File: src/rtl/ts_evt_pkg.sv
`timescale 1ns/1ps
package ts_evt_pkg;
  typedef enum logic [3:0] {
    EV_SW   = 4'd0,
    EV_ROLL = 4'd1,
    EV_HALF = 4'd2,
    EV_HW   = 4'd3,
    EV_RX   = 4'd4,
    EV_TX   = 4'd5,
    EV_CMP  = 4'd6,
    EV_HOST = 4'd7
  } ev_type_e;

  typedef struct packed {
    logic [63:0] ts;
    logic [4:0]  port;
    ev_type_e    etype;
    logic [3:0]  mtype;
    logic [15:0] seq;
    logic [7:0]  domain;
  } ev_rec_t;

  function automatic logic [31:0] pack_desc1(ev_rec_t r);
    return {3'b000, r.port, r.etype, r.mtype, r.seq};
  endfunction
endpackage

File: src/rtl/ts_hw_edge.sv
`timescale 1ns/1ps
module ts_hw_edge #(
  parameter int N = 8
) (
  input  logic         clk_i,
  input  logic         rst_ni,
  input  logic [N-1:0] raw_i,
  input  logic [N-1:0] en_i,
  output logic [N-1:0] rise_o
);
  for (genvar g = 0; g < N; g++) begin : g_ch
    logic s1, s2, prv;
    always_ff @(posedge clk_i or negedge rst_ni) begin
      if (!rst_ni) begin
        s1  <= 1'b0;
        s2  <= 1'b0;
        prv <= 1'b0;
      end else begin
        s1  <= raw_i[g];
        s2  <= s1;
        prv <= s2;
      end
    end
    assign rise_o[g] = s2 & ~prv & en_i[g];
  end
endmodule

File: src/rtl/ts_src_arb.sv
`timescale 1ns/1ps
module ts_src_arb
  import ts_evt_pkg::*;
#(
  parameter int N_SRC = 10
) (
  input  logic                  clk_i,
  input  logic                  rst_ni,
  input  logic [N_SRC-1:0]      req_i,
  input  ev_rec_t [N_SRC-1:0]   req_rec_i,
  input  logic                  full_i,
  output logic                  wr_o,
  output ev_rec_t               wr_rec_o,
  output logic                  drop_o
);
  logic [N_SRC-1:0] pend, gnt;
  ev_rec_t [N_SRC-1:0] rec;
  logic found;

  // lowest index wins
  always_comb begin
    gnt   = '0;
    found = 1'b0;
    for (int s = 0; s < N_SRC; s++) begin
      if (pend[s] && !found) begin
        gnt[s] = 1'b1;
        found  = 1'b1;
      end
    end
  end

  always_comb begin
    wr_rec_o = '0;
    for (int s = 0; s < N_SRC; s++)
      if (gnt[s]) wr_rec_o = rec[s];
  end

  assign wr_o   = found & ~full_i;
  assign drop_o = (found & full_i) | (|(req_i & pend));

  always_ff @(posedge clk_i or negedge rst_ni) begin
    if (!rst_ni) begin
      pend <= '0;
      rec  <= '0;
    end else begin
      pend <= (pend & ~gnt) | (req_i & ~pend);
      for (int s = 0; s < N_SRC; s++)
        if (req_i[s] && !pend[s]) rec[s] <= req_rec_i[s];
    end
  end
endmodule

File: src/rtl/ts_evt_queue.sv
`timescale 1ns/1ps
module ts_evt_queue
  import ts_evt_pkg::*;
#(
  parameter int DEPTH = 16
) (
  input  logic    clk_i,
  input  logic    rst_ni,
  input  logic    wr_i,
  input  ev_rec_t wr_rec_i,
  input  logic    pop_i,
  output logic    full_o,
  output logic    empty_o,
  output ev_rec_t head_o
);
  localparam int AW = $clog2(DEPTH);
  localparam int CW = $clog2(DEPTH + 1);
  localparam logic [AW-1:0] LAST = AW'(DEPTH - 1);

  ev_rec_t       mem [DEPTH];
  logic [AW-1:0] rd_ptr, wr_ptr;
  logic [CW-1:0] cnt;
  logic          we, re;

  assign full_o  = (cnt == CW'(DEPTH));
  assign empty_o = (cnt == '0);
  assign we      = wr_i & ~full_o;
  assign re      = pop_i & ~empty_o;
  assign head_o  = mem[rd_ptr];

  always_ff @(posedge clk_i) begin
    if (we) mem[wr_ptr] <= wr_rec_i;
  end

  always_ff @(posedge clk_i or negedge rst_ni) begin
    if (!rst_ni) begin
      rd_ptr <= '0;
      wr_ptr <= '0;
      cnt    <= '0;
    end else begin
      if (we) wr_ptr <= (wr_ptr == LAST) ? '0 : wr_ptr + 1'b1;
      if (re) rd_ptr <= (rd_ptr == LAST) ? '0 : rd_ptr + 1'b1;
      case ({we, re})
        2'b10:   cnt <= cnt + 1'b1;
        2'b01:   cnt <= cnt - 1'b1;
        default: cnt <= cnt;
      endcase
    end
  end
endmodule

File: src/rtl/ts_event_fifo.sv
`timescale 1ns/1ps
module ts_event_fifo
  import ts_evt_pkg::*;
#(
  parameter int DEPTH       = 16,
  parameter int N_HW        = 8,
  parameter int RXTX_EN_BIT = 3,
  parameter int HW_EN_LSB   = 8
) (
  input  logic                      clk_i,
  input  logic                      rst_ni,
  input  logic [63:0]               ts_now_i,
  input  logic [HW_EN_LSB+N_HW-1:0] ctrl_i,
  input  logic                      irq_en_i,
  input  logic                      sw_push_i,
  input  logic [N_HW-1:0]           hw_push_i,
  input  logic                      pkt_req_i,
  input  logic                      pkt_tx_i,
  input  logic [15:0]               pkt_seq_i,
  input  logic [3:0]                pkt_msg_i,
  input  logic [4:0]                pkt_port_i,
  input  logic [7:0]                pkt_dom_i,
  input  logic                      pop_i,
  output logic [31:0]               head_ts_lo_o,
  output logic [31:0]               head_desc1_o,
  output logic [31:0]               head_desc2_o,
  output logic [31:0]               head_ts_hi_o,
  output logic                      raw_pend_o,
  output logic                      irq_o,
  output logic                      overflow_o
);
  localparam int N_SRC = N_HW + 2;
  localparam int SRC_SW  = 0;
  localparam int SRC_PKT = 1;
  localparam int SRC_HW0 = 2;

  logic [N_HW-1:0]   hw_rise;
  logic [N_SRC-1:0]  req;
  ev_rec_t [N_SRC-1:0] req_rec;
  ev_rec_t           wr_rec, head;
  logic              wr, drop, full, empty, ovf_q;

  ts_hw_edge #(.N(N_HW)) u_edge (
    .clk_i  (clk_i),
    .rst_ni (rst_ni),
    .raw_i  (hw_push_i),
    .en_i   (ctrl_i[HW_EN_LSB +: N_HW]),
    .rise_o (hw_rise)
  );

  always_comb begin
    req            = '0;
    req_rec        = '0;
    req[SRC_SW]    = sw_push_i;
    req_rec[SRC_SW].ts    = ts_now_i;
    req_rec[SRC_SW].etype = EV_SW;

    req[SRC_PKT]   = pkt_req_i & ctrl_i[RXTX_EN_BIT];
    req_rec[SRC_PKT].ts     = ts_now_i;
    req_rec[SRC_PKT].etype  = pkt_tx_i ? EV_TX : EV_RX;
    req_rec[SRC_PKT].mtype  = pkt_msg_i;
    req_rec[SRC_PKT].seq    = pkt_seq_i;
    req_rec[SRC_PKT].port   = pkt_port_i;
    req_rec[SRC_PKT].domain = pkt_dom_i;

    for (int i = 0; i < N_HW; i++) begin
      req[SRC_HW0+i]           = hw_rise[i];
      req_rec[SRC_HW0+i].ts    = ts_now_i;
      req_rec[SRC_HW0+i].etype = EV_HW;
      req_rec[SRC_HW0+i].port  = 5'(i + 1);
    end
  end

  ts_src_arb #(.N_SRC(N_SRC)) u_arb (
    .clk_i     (clk_i),
    .rst_ni    (rst_ni),
    .req_i     (req),
    .req_rec_i (req_rec),
    .full_i    (full),
    .wr_o      (wr),
    .wr_rec_o  (wr_rec),
    .drop_o    (drop)
  );

  ts_evt_queue #(.DEPTH(DEPTH)) u_q (
    .clk_i    (clk_i),
    .rst_ni   (rst_ni),
    .wr_i     (wr),
    .wr_rec_i (wr_rec),
    .pop_i    (pop_i),
    .full_o   (full),
    .empty_o  (empty),
    .head_o   (head)
  );

  always_ff @(posedge clk_i or negedge rst_ni) begin
    if (!rst_ni)   ovf_q <= 1'b0;
    else if (drop) ovf_q <= 1'b1;
  end

  // empty queue reads as zero
  assign head_ts_lo_o = empty ? '0 : head.ts[31:0];
  assign head_ts_hi_o = empty ? '0 : head.ts[63:32];
  assign head_desc1_o = empty ? '0 : pack_desc1(head);
  assign head_desc2_o = empty ? '0 : {24'd0, head.domain};
  assign raw_pend_o   = ~empty;
  assign irq_o        = ~empty & irq_en_i;
  assign overflow_o   = ovf_q;
endmodule

File: config.mk
export PLATFORM = sky130hd
export DESIGN_NAME = ts_event_fifo
export DESIGN_NICKNAME = d
export VERILOG_FILES = /design/src/rtl/ts_evt_pkg.sv /design/src/rtl/ts_hw_edge.sv /design/src/rtl/ts_src_arb.sv /design/src/rtl/ts_evt_queue.sv /design/src/rtl/ts_event_fifo.sv
export SDC_FILE = /design/constraint.sdc
export NUM_CORES = 2
export LEC_CHECK = 0
export BUFFER_PORTS_ARGS = -buffer_cell sky130_fd_sc_hd__buf_2
export CELL_PAD_IN_SITES_DETAIL_PLACEMENT = 1
export CELL_PAD_IN_SITES_GLOBAL_PLACEMENT = 2
export CORE_MARGIN = 5
export CORE_UTILIZATION = 43
export DETAILED_ROUTE_END_ITERATION = 6
export MAX_ROUTING_LAYER = met4
export PLACE_DENSITY = 0.84
export SETUP_SLACK_MARGIN = 0.1
export SLEW_MARGIN = 10
export SYNTH_ARGS = -nofsm -noshare
export SYNTH_HDL_FRONTEND = slang
export SYNTH_SLANG_ARGS = --single-unit
File: constraint.sdc
create_clock -name clk_i -period 8.62 [get_ports clk_i]
set_clock_uncertainty 0.2 [all_clocks]
set_input_delay 0.862 -clock clk_i [delete_from_list [all_inputs] [get_ports clk_i]]
set_output_delay 0.862 -clock clk_i [all_outputs]
set_load 0.01 [all_outputs]
# --- Word level (Yosys, flattened, before mapping) ---
# Memory sizes are Yosys's and may differ from the RTL's.
# Index checks and enable logic that the tools add are counted.
totals:
  inputBits: 128
  rom_bits: 0
  n_memories: 1
  latch_bits: 0
  mem_bits_rw: 1616
  out_inout_bits: 131
  elab_cells: 186
  ff_bits: 738
op_classes:
  n_reduce_logical: 41
  div_mod_pow: 0
  eq_ne: 5
  mul: 0
  magnitude_cmp: 0
  n_addsub: 4
  bitwise_logic: 39
  n_shift: 0
  muxes: 39
memory_table:
  columns: ["name", "depth", "width", "rd", "rd_ports_with_merged_regs", "wr", "line", "source"]
  rows:
  - ["u_q.mem", 16, 101, 1, 0, 1, "ts_evt_queue.sv:20", "ev_rec_t mem [DEPTH];"]
ops:
  columns: ["cell", "count"]
  rows:
  - ["two-way mux 101 bit", 10]
  - ["two-way mux 32 bit", 2]
  - ["AND 10 bit", 3]
  - ["two-way mux 29 bit", 1]
  - ["AND 1 bit", 22]
  - ["two-way mux 1 bit", 22]
  - ["inverter 10 bit", 2]
  - ["logical AND 1 bit", 19]
  - ["logical NOT 1 bit", 19]
  - ["inverter 1 bit", 10]
  - ["bitwise OR 10 bit", 1]
  - ["case mux 5 bit (2 select lines)", 1]
  - ["OR reduction 10 bit", 1]
  - ["adder 4 x 1 -> 4 bit, second input constant", 2]
  - ["equality test 4 bit, second input constant", 2]
  - ["two-way mux 4 bit", 2]
  - ["two-way mux 8 bit", 1]
  - ["adder 5 x 1 -> 5 bit, second input constant", 1]
  - ["equality test 5 bit, second input constant", 1]
  - ["logical NOT 5 bit", 1]
  - ["subtractor 5 x 1 -> 5 bit, second input constant", 1]
  - ["equality test 2 x 1 -> 1 bit, second input constant", 1]
  - ["equality test 2 bit, second input constant", 1]
  - ["nonzero test 2 bit", 1]
  - ["bitwise OR 1 bit", 1]

# --- Logic depth before layout (Yosys ltp) ---
depth:
  depth_word: 32
  mapped_depth: 14
  ltp_nobuf: 12

# --- By module ---
# From an unflattened synthesis, not the netlist that was laid out.
unflattened:
  cells_unflattened: 6645
  hier_area_um2: 109318.6
by_module_without_submodules:
  columns: ["module", "cells_each", "area_per_inst_um2", "instances"]
  rows:
  - ["ts_evt_queue", 2783, 62179.6, 1]
  - ["ts_src_arb", 3684, 45521.2, 1]
  - ["ts_event_fifo", 146, 947.2, 1]
  - ["ts_hw_edge", 32, 670.6, 1]

# --- Worst setup path before layout ---
# No wires, ideal clock.
synth_path:
  kind: "register to register"
  startpoint: "register u_arb.pend[3]"
  endpoint: "memory u_q.mem[3][0] in the netlist's numbering (enable)"
  arrival_ps: 7970
  setup_time_ps: 682
  t_required_ps: 7738
  setup_slack_ps: -232
  path_stages_with_launch: 7
  path_cell_list: "dfrtp_1 or4_1 buf_4 nor3_4 a21boi_2 nand2_1 nor3_1"
synth_between:
  elab_chain_len: 24
synth_lines:
  columns: ["item", "line", "source"]
  rows:
  - ["from (decl)", "ts_src_arb.sv:16", "logic [N_SRC-1:0] pend, gnt;"]
  - ["from (signal assigned)", "ts_src_arb.sv:46", "pend <= (pend & ~gnt) | (req_i & ~pend);"]
  - ["logical AND 1 bit (*)", "ts_src_arb.sv:25", "if (pend[s] && !found) begin"]
  - ["two-way mux 1 bit (*)", "ts_src_arb.sv:25", null]
  - ["logical NOT 1 bit", "ts_src_arb.sv:25", null]
  - ["logical AND 1 bit", "ts_src_arb.sv:25", null]
  - ["two-way mux 1 bit (*)", "ts_src_arb.sv:25", null]
  - ["logical NOT 1 bit", "ts_src_arb.sv:25", null]
  - ["logical AND 1 bit", "ts_src_arb.sv:25", null]
  - ["two-way mux 1 bit (*)", "ts_src_arb.sv:25", null]
  - ["[8 not listed]", null, null]
  - ["two-way mux 1 bit (*)", "ts_src_arb.sv:25", null]
  - ["logical NOT 1 bit", "ts_src_arb.sv:25", null]
  - ["logical AND 1 bit", "ts_src_arb.sv:25", null]
  - ["two-way mux 1 bit (*)", "ts_src_arb.sv:25", null]
  - ["AND 1 bit (*)", "ts_src_arb.sv:38", "assign wr_o = found & ~full_i;"]
  - ["AND 1 bit (*)", "ts_evt_queue.sv:27", "assign we = wr_i & ~full_o;"]
  - ["two-way mux 1 bit (*)", "ts_evt_queue.sv:32", "if (we) mem[wr_ptr] <= wr_rec_i;"]
  - ["two-way mux 1 bit (not written as such) (*)", "ts_evt_queue.sv:32", null]
  - ["to (decl)", "ts_evt_queue.sv:20", null]
# Mark *: on every way between the ends. The rest lies on a longest branch, timed or not.

# --- Final worst setup path ---
layout_path:
  startpoint: "register u_q.cnt[1]"
  endpoint: "output head_ts_lo_o[31]"
layout_between:
  elab_chain_len: 2
layout_lines:
  columns: ["item", "line", "source"]
  rows:
  - ["from (decl)", "ts_evt_queue.sv:22", "logic [CW-1:0] cnt;"]
  - ["from (signal assigned)", "ts_evt_queue.sv:44", "2'b10: cnt <= cnt + 1'b1;"]
  - ["from (signal assigned)", "ts_evt_queue.sv:45", "2'b01: cnt <= cnt - 1'b1;"]
  - ["from (signal assigned)", "ts_evt_queue.sv:46", "default: cnt <= cnt;"]
  - ["logical NOT 5 bit", "ts_evt_queue.sv:26", "assign empty_o = (cnt == '0);"]
  - ["two-way mux 32 bit", "ts_event_fifo.sv:102", "assign head_ts_lo_o = empty ? '0 : head.ts[31:0];"]
  - ["to (decl)", "ts_event_fifo.sv:24", "output logic [31:0] head_ts_lo_o,"]
# Every way passes these cells.

==> flow_summary.yaml <==
worst_setup_path:
  crit_fanout: 42
  crit_type: "register to output pin"
  timing.rr.start: "u_arb.pend[1]$_DFF_PN0_"
  cp_slowest_cell: "nand2b_4"
  slowest_delay_ns: 0.86
  cp_top_family: "simple AND/OR/NAND/NOR gates"
  cp_num_buf_inv: 2
  path_cells: "nor4_1 -> nand2b_1 -> nand2b_4 -> buf_4 -> o22ai_1 -> buf_2"
  crit_start: "u_q.cnt[1]$_DFFE_PN0P_"
  start_kind: "register"
  endpoint_kind: "output pin"
  critPathRequiredTime_ns: 7.56
  worstPathArrival_ns: 4.66
pwr:
  leakage_uw: 0.0370
  irDropWorstVdd_v: 0.000230
  pwr_density_cell_nw_per_um2: 373
timing:
  timing.hold.ws_ns: 0.0630
  hold_viol: 0
  setup_viol: 0
  slew_headroom: 0.221
  max_freq_mhz: 175
  period_share: 0.664
  rsz0062_at_grt: "false"
  drv_slew: 0
  fin_crit_ns: 5.72
  worst_pin_slew_ns: 1.16
  finalSetupTns_ns: 0
routing:
  vias: 50100
  drc: 0
  first_pass_iters: 5
  drt_wl_total_um: 252000
  antenna_left: 0
  vias_per_cell: 5.94
  wl_per_cell_um: 29.9
  drt_iter0_markers: 4609
grt:
  grt.busiest_layer: "met2"
  grt_pass1_wl_um: 373000
  grt_max_degree: 175
  track_usage: 0.226
  grtUsageMet3: 0.0462
  met2_usage: 0.361
  grt_antenna_before_repair: 36
  use_met1: 0.294
  overflow: 0
  grt_pass1_vias: 54400
clock_network:
  cts_resized: 0
  cts_sinks: 2331
  clk_pin_slew_ns: 0.06
  cts_made_buffers: 226
  cts_tree: "done"
  cts-root-buf: "clkbuf_16"
  insertion_delay_ns: 0.85
  cts_buffer_depth: 3
  htreeDepth: 4
  cts_setup_buffers: 0
  cts_hold_buffers: 23
die:
  fp.coreArea_sq_um: 217000
  die_area_sq_um: 227000
  num_rows: 171
  die_w_um: 476
  start_util: 0.431
  die_h_um: 476
  ios: 259
place:
  placedCellCount: 7971
  place.gp.congestion: 0.745
  placed_cell_area_sq_um: 98100
  hpwlAfterDp_um: 136000
  io_buffer_count: 223
synth:
  syn_area_per_cell_sq_um: 18.3
  synth_flop_cell: "edfxtp_1"
  yosysWarnings: 0
  netlist_instances: 5096
  ys_ff_latch: 2331
  yosysSeqAreaShare: 0.710
  synth_edf_count: 1600
  async_flop_share: 0.314
  syn_area_sq_um: 93500
  ys_types: 59
run:
  drv_cap: 0
worst_hold_path:
  holdCritStartpoint: "pkt_seq_i[4]"
  hold_class: "primary input to register"
final_layout:
  layout_commonest_cell: "edfxtp_1"
  instances_no_fill: 8441
  drive_gt1_frac: 0.338
  fill_cells: 20000
  design_area_sq_um: 106000
  final_nets: 5505
  area_growth_syn_to_layout_pct: 13.6
  mostFrequentLayoutCells: "1600 x edfxtp_1, 724 x dfrtp_1, 677 x mux2_2, 400 x mux4_2, 227 x clkbuf_16"
status:
  status: "finished, final reports clean"
==> worst paths after layout <==
| check | to | slack, ns | cells past startpoint |
|---|---|---|---|
| min in group asynchronous | u_arb.rec[582]$_DFFE_PN0P_ | 0.47 | 2 |
| max in group asynchronous | u_arb.rec[143]$_DFFE_PN0P_ | 6.16 | 3 |
| setup reg to reg | u_q.mem[5][2]$_DFFE_PP_ | 3.76 | 6 |
| hold reg to reg | u_edge.g_ch[5].s2$_DFF_PN0_ | 0.15 | 0 |
| hold / removal | u_arb.rec[113]$_DFFE_PN0P_ | 0.06 | 2 |
| setup / recovery | head_ts_lo_o[31] | 2.90 | 6 |
==> cells in the mapped netlist (8+ instances only) <==
cell type | count | share of area
a211oi_1 | 92 | 0.0074
a21o_1 | 8 | 0.00064
a21oi_1 | 126 | 0.0067
a221o_1 | 34 | 0.0036
a22oi_1 | 99 | 0.0080
and2_1 | 31 | 0.0021
buf_1 | 39 | 0.0016
buf_2 | 103 | 0.0055
buf_4 | 31 | 0.0025
clkbuf_1 | 196 | 0.0079
dfrtp_1 | 731 | 0.20
edfxtp_1 | 1600 | 0.51
ha_1 | 9 | 0.0012
inv_1 | 12 | 0.00048
mux2_2 | 677 | 0.082
mux2i_1 | 202 | 0.022
mux4_2 | 400 | 0.096
nand2_1 | 128 | 0.0051
nand2b_1 | 37 | 0.0025
nand3_1 | 9 | 0.00048
nor2_1 | 90 | 0.0036
nor2b_1 | 33 | 0.0022
nor3_1 | 12 | 0.00064
o2111ai_1 | 27 | 0.0025
o211ai_1 | 29 | 0.0023
o21ai_0 | 102 | 0.0055
o22ai_1 | 162 | 0.011
o22ai_2 | 10 | 0.0013
or2_2 | 9 | 0.00060
==> logic make-up after synthesis <==
logic type / synth area share
and+or+nand+nor: 0.0191
buffers and inverters: 0.0185
adders and majority gates: 0.00120
muxes: 0.200
other: 0.0000401
DFF: 0.710
AOI/OAI and AO/OA: 0.0510
xor gates and xnor gates: 0.000750
==> routing by layer <==
metal,part of all wire,wire length (um)
met5,0,0
met4,0.032,8050
met3,0.072,18200
met2,0.49,123000
met1,0.41,103000
==> through the flow <==
stage / utilization / total power (uW) / worst slack, ns
2_1_floorplan: - / 24700 / 2.45
3_3_place_gp: 0.453 / 28900 / 3.82
3_5_place_dp: 0.453 / 29600 / 3.80
4_1_cts: 0.489 / 39900 / 2.90
5_1_grt: 0.490 / 41300 / 2.83
6_report: 0.490 / 39600 / 2.90
==> layout make-up <==
class                   count  area [sq um]  share of cell area
flip-flops and latches   2331         66400               0.625
multi-input cells        2405         25900               0.243
clock buffers             308          6210              0.0585
well taps                2854          3570              0.0336
repair buffers            392          2600              0.0245
clock inverters           114          1470              0.0138
diodes                     25          62.6            0.000589
inverters                  12          45.0            0.000424
==> where the power goes <==
part | switching [uW] | internal (uW)
Sequential | 1190 | 15700
Combinational | 7640 | 4880
Clock | 4290 | 5930
Total | 13100 | 26500
==> sequential cells by signal, indices dropped and copies added (netlist names) <==
| register | cells |
|---|---|
| u_edge.g_ch.prv | 8 |
| u_q.mem | 1600 |
| u_arb.pend | 10 |
| u_arb.rec | 683 |
| u_q.rd_ptr | 4 |
| u_q.cnt | 5 |
| overflow_o | 1 |
| u_q.wr_ptr | 4 |
| u_edge.g_ch.s2 | 8 |
| u_edge.g_ch.s1 | 8 |
==> worst register-to-register path, delay by kind of cell, from the launching register on <==
kind	cells	cell delay [ns]
buffers and inverters	1	0.82
AO/OA/AOI/OAI	1	0.55
AND/OR/NAND/NOR	4	1.96
flip-flops	1	0.82
(Power assumes the default switching activity.)
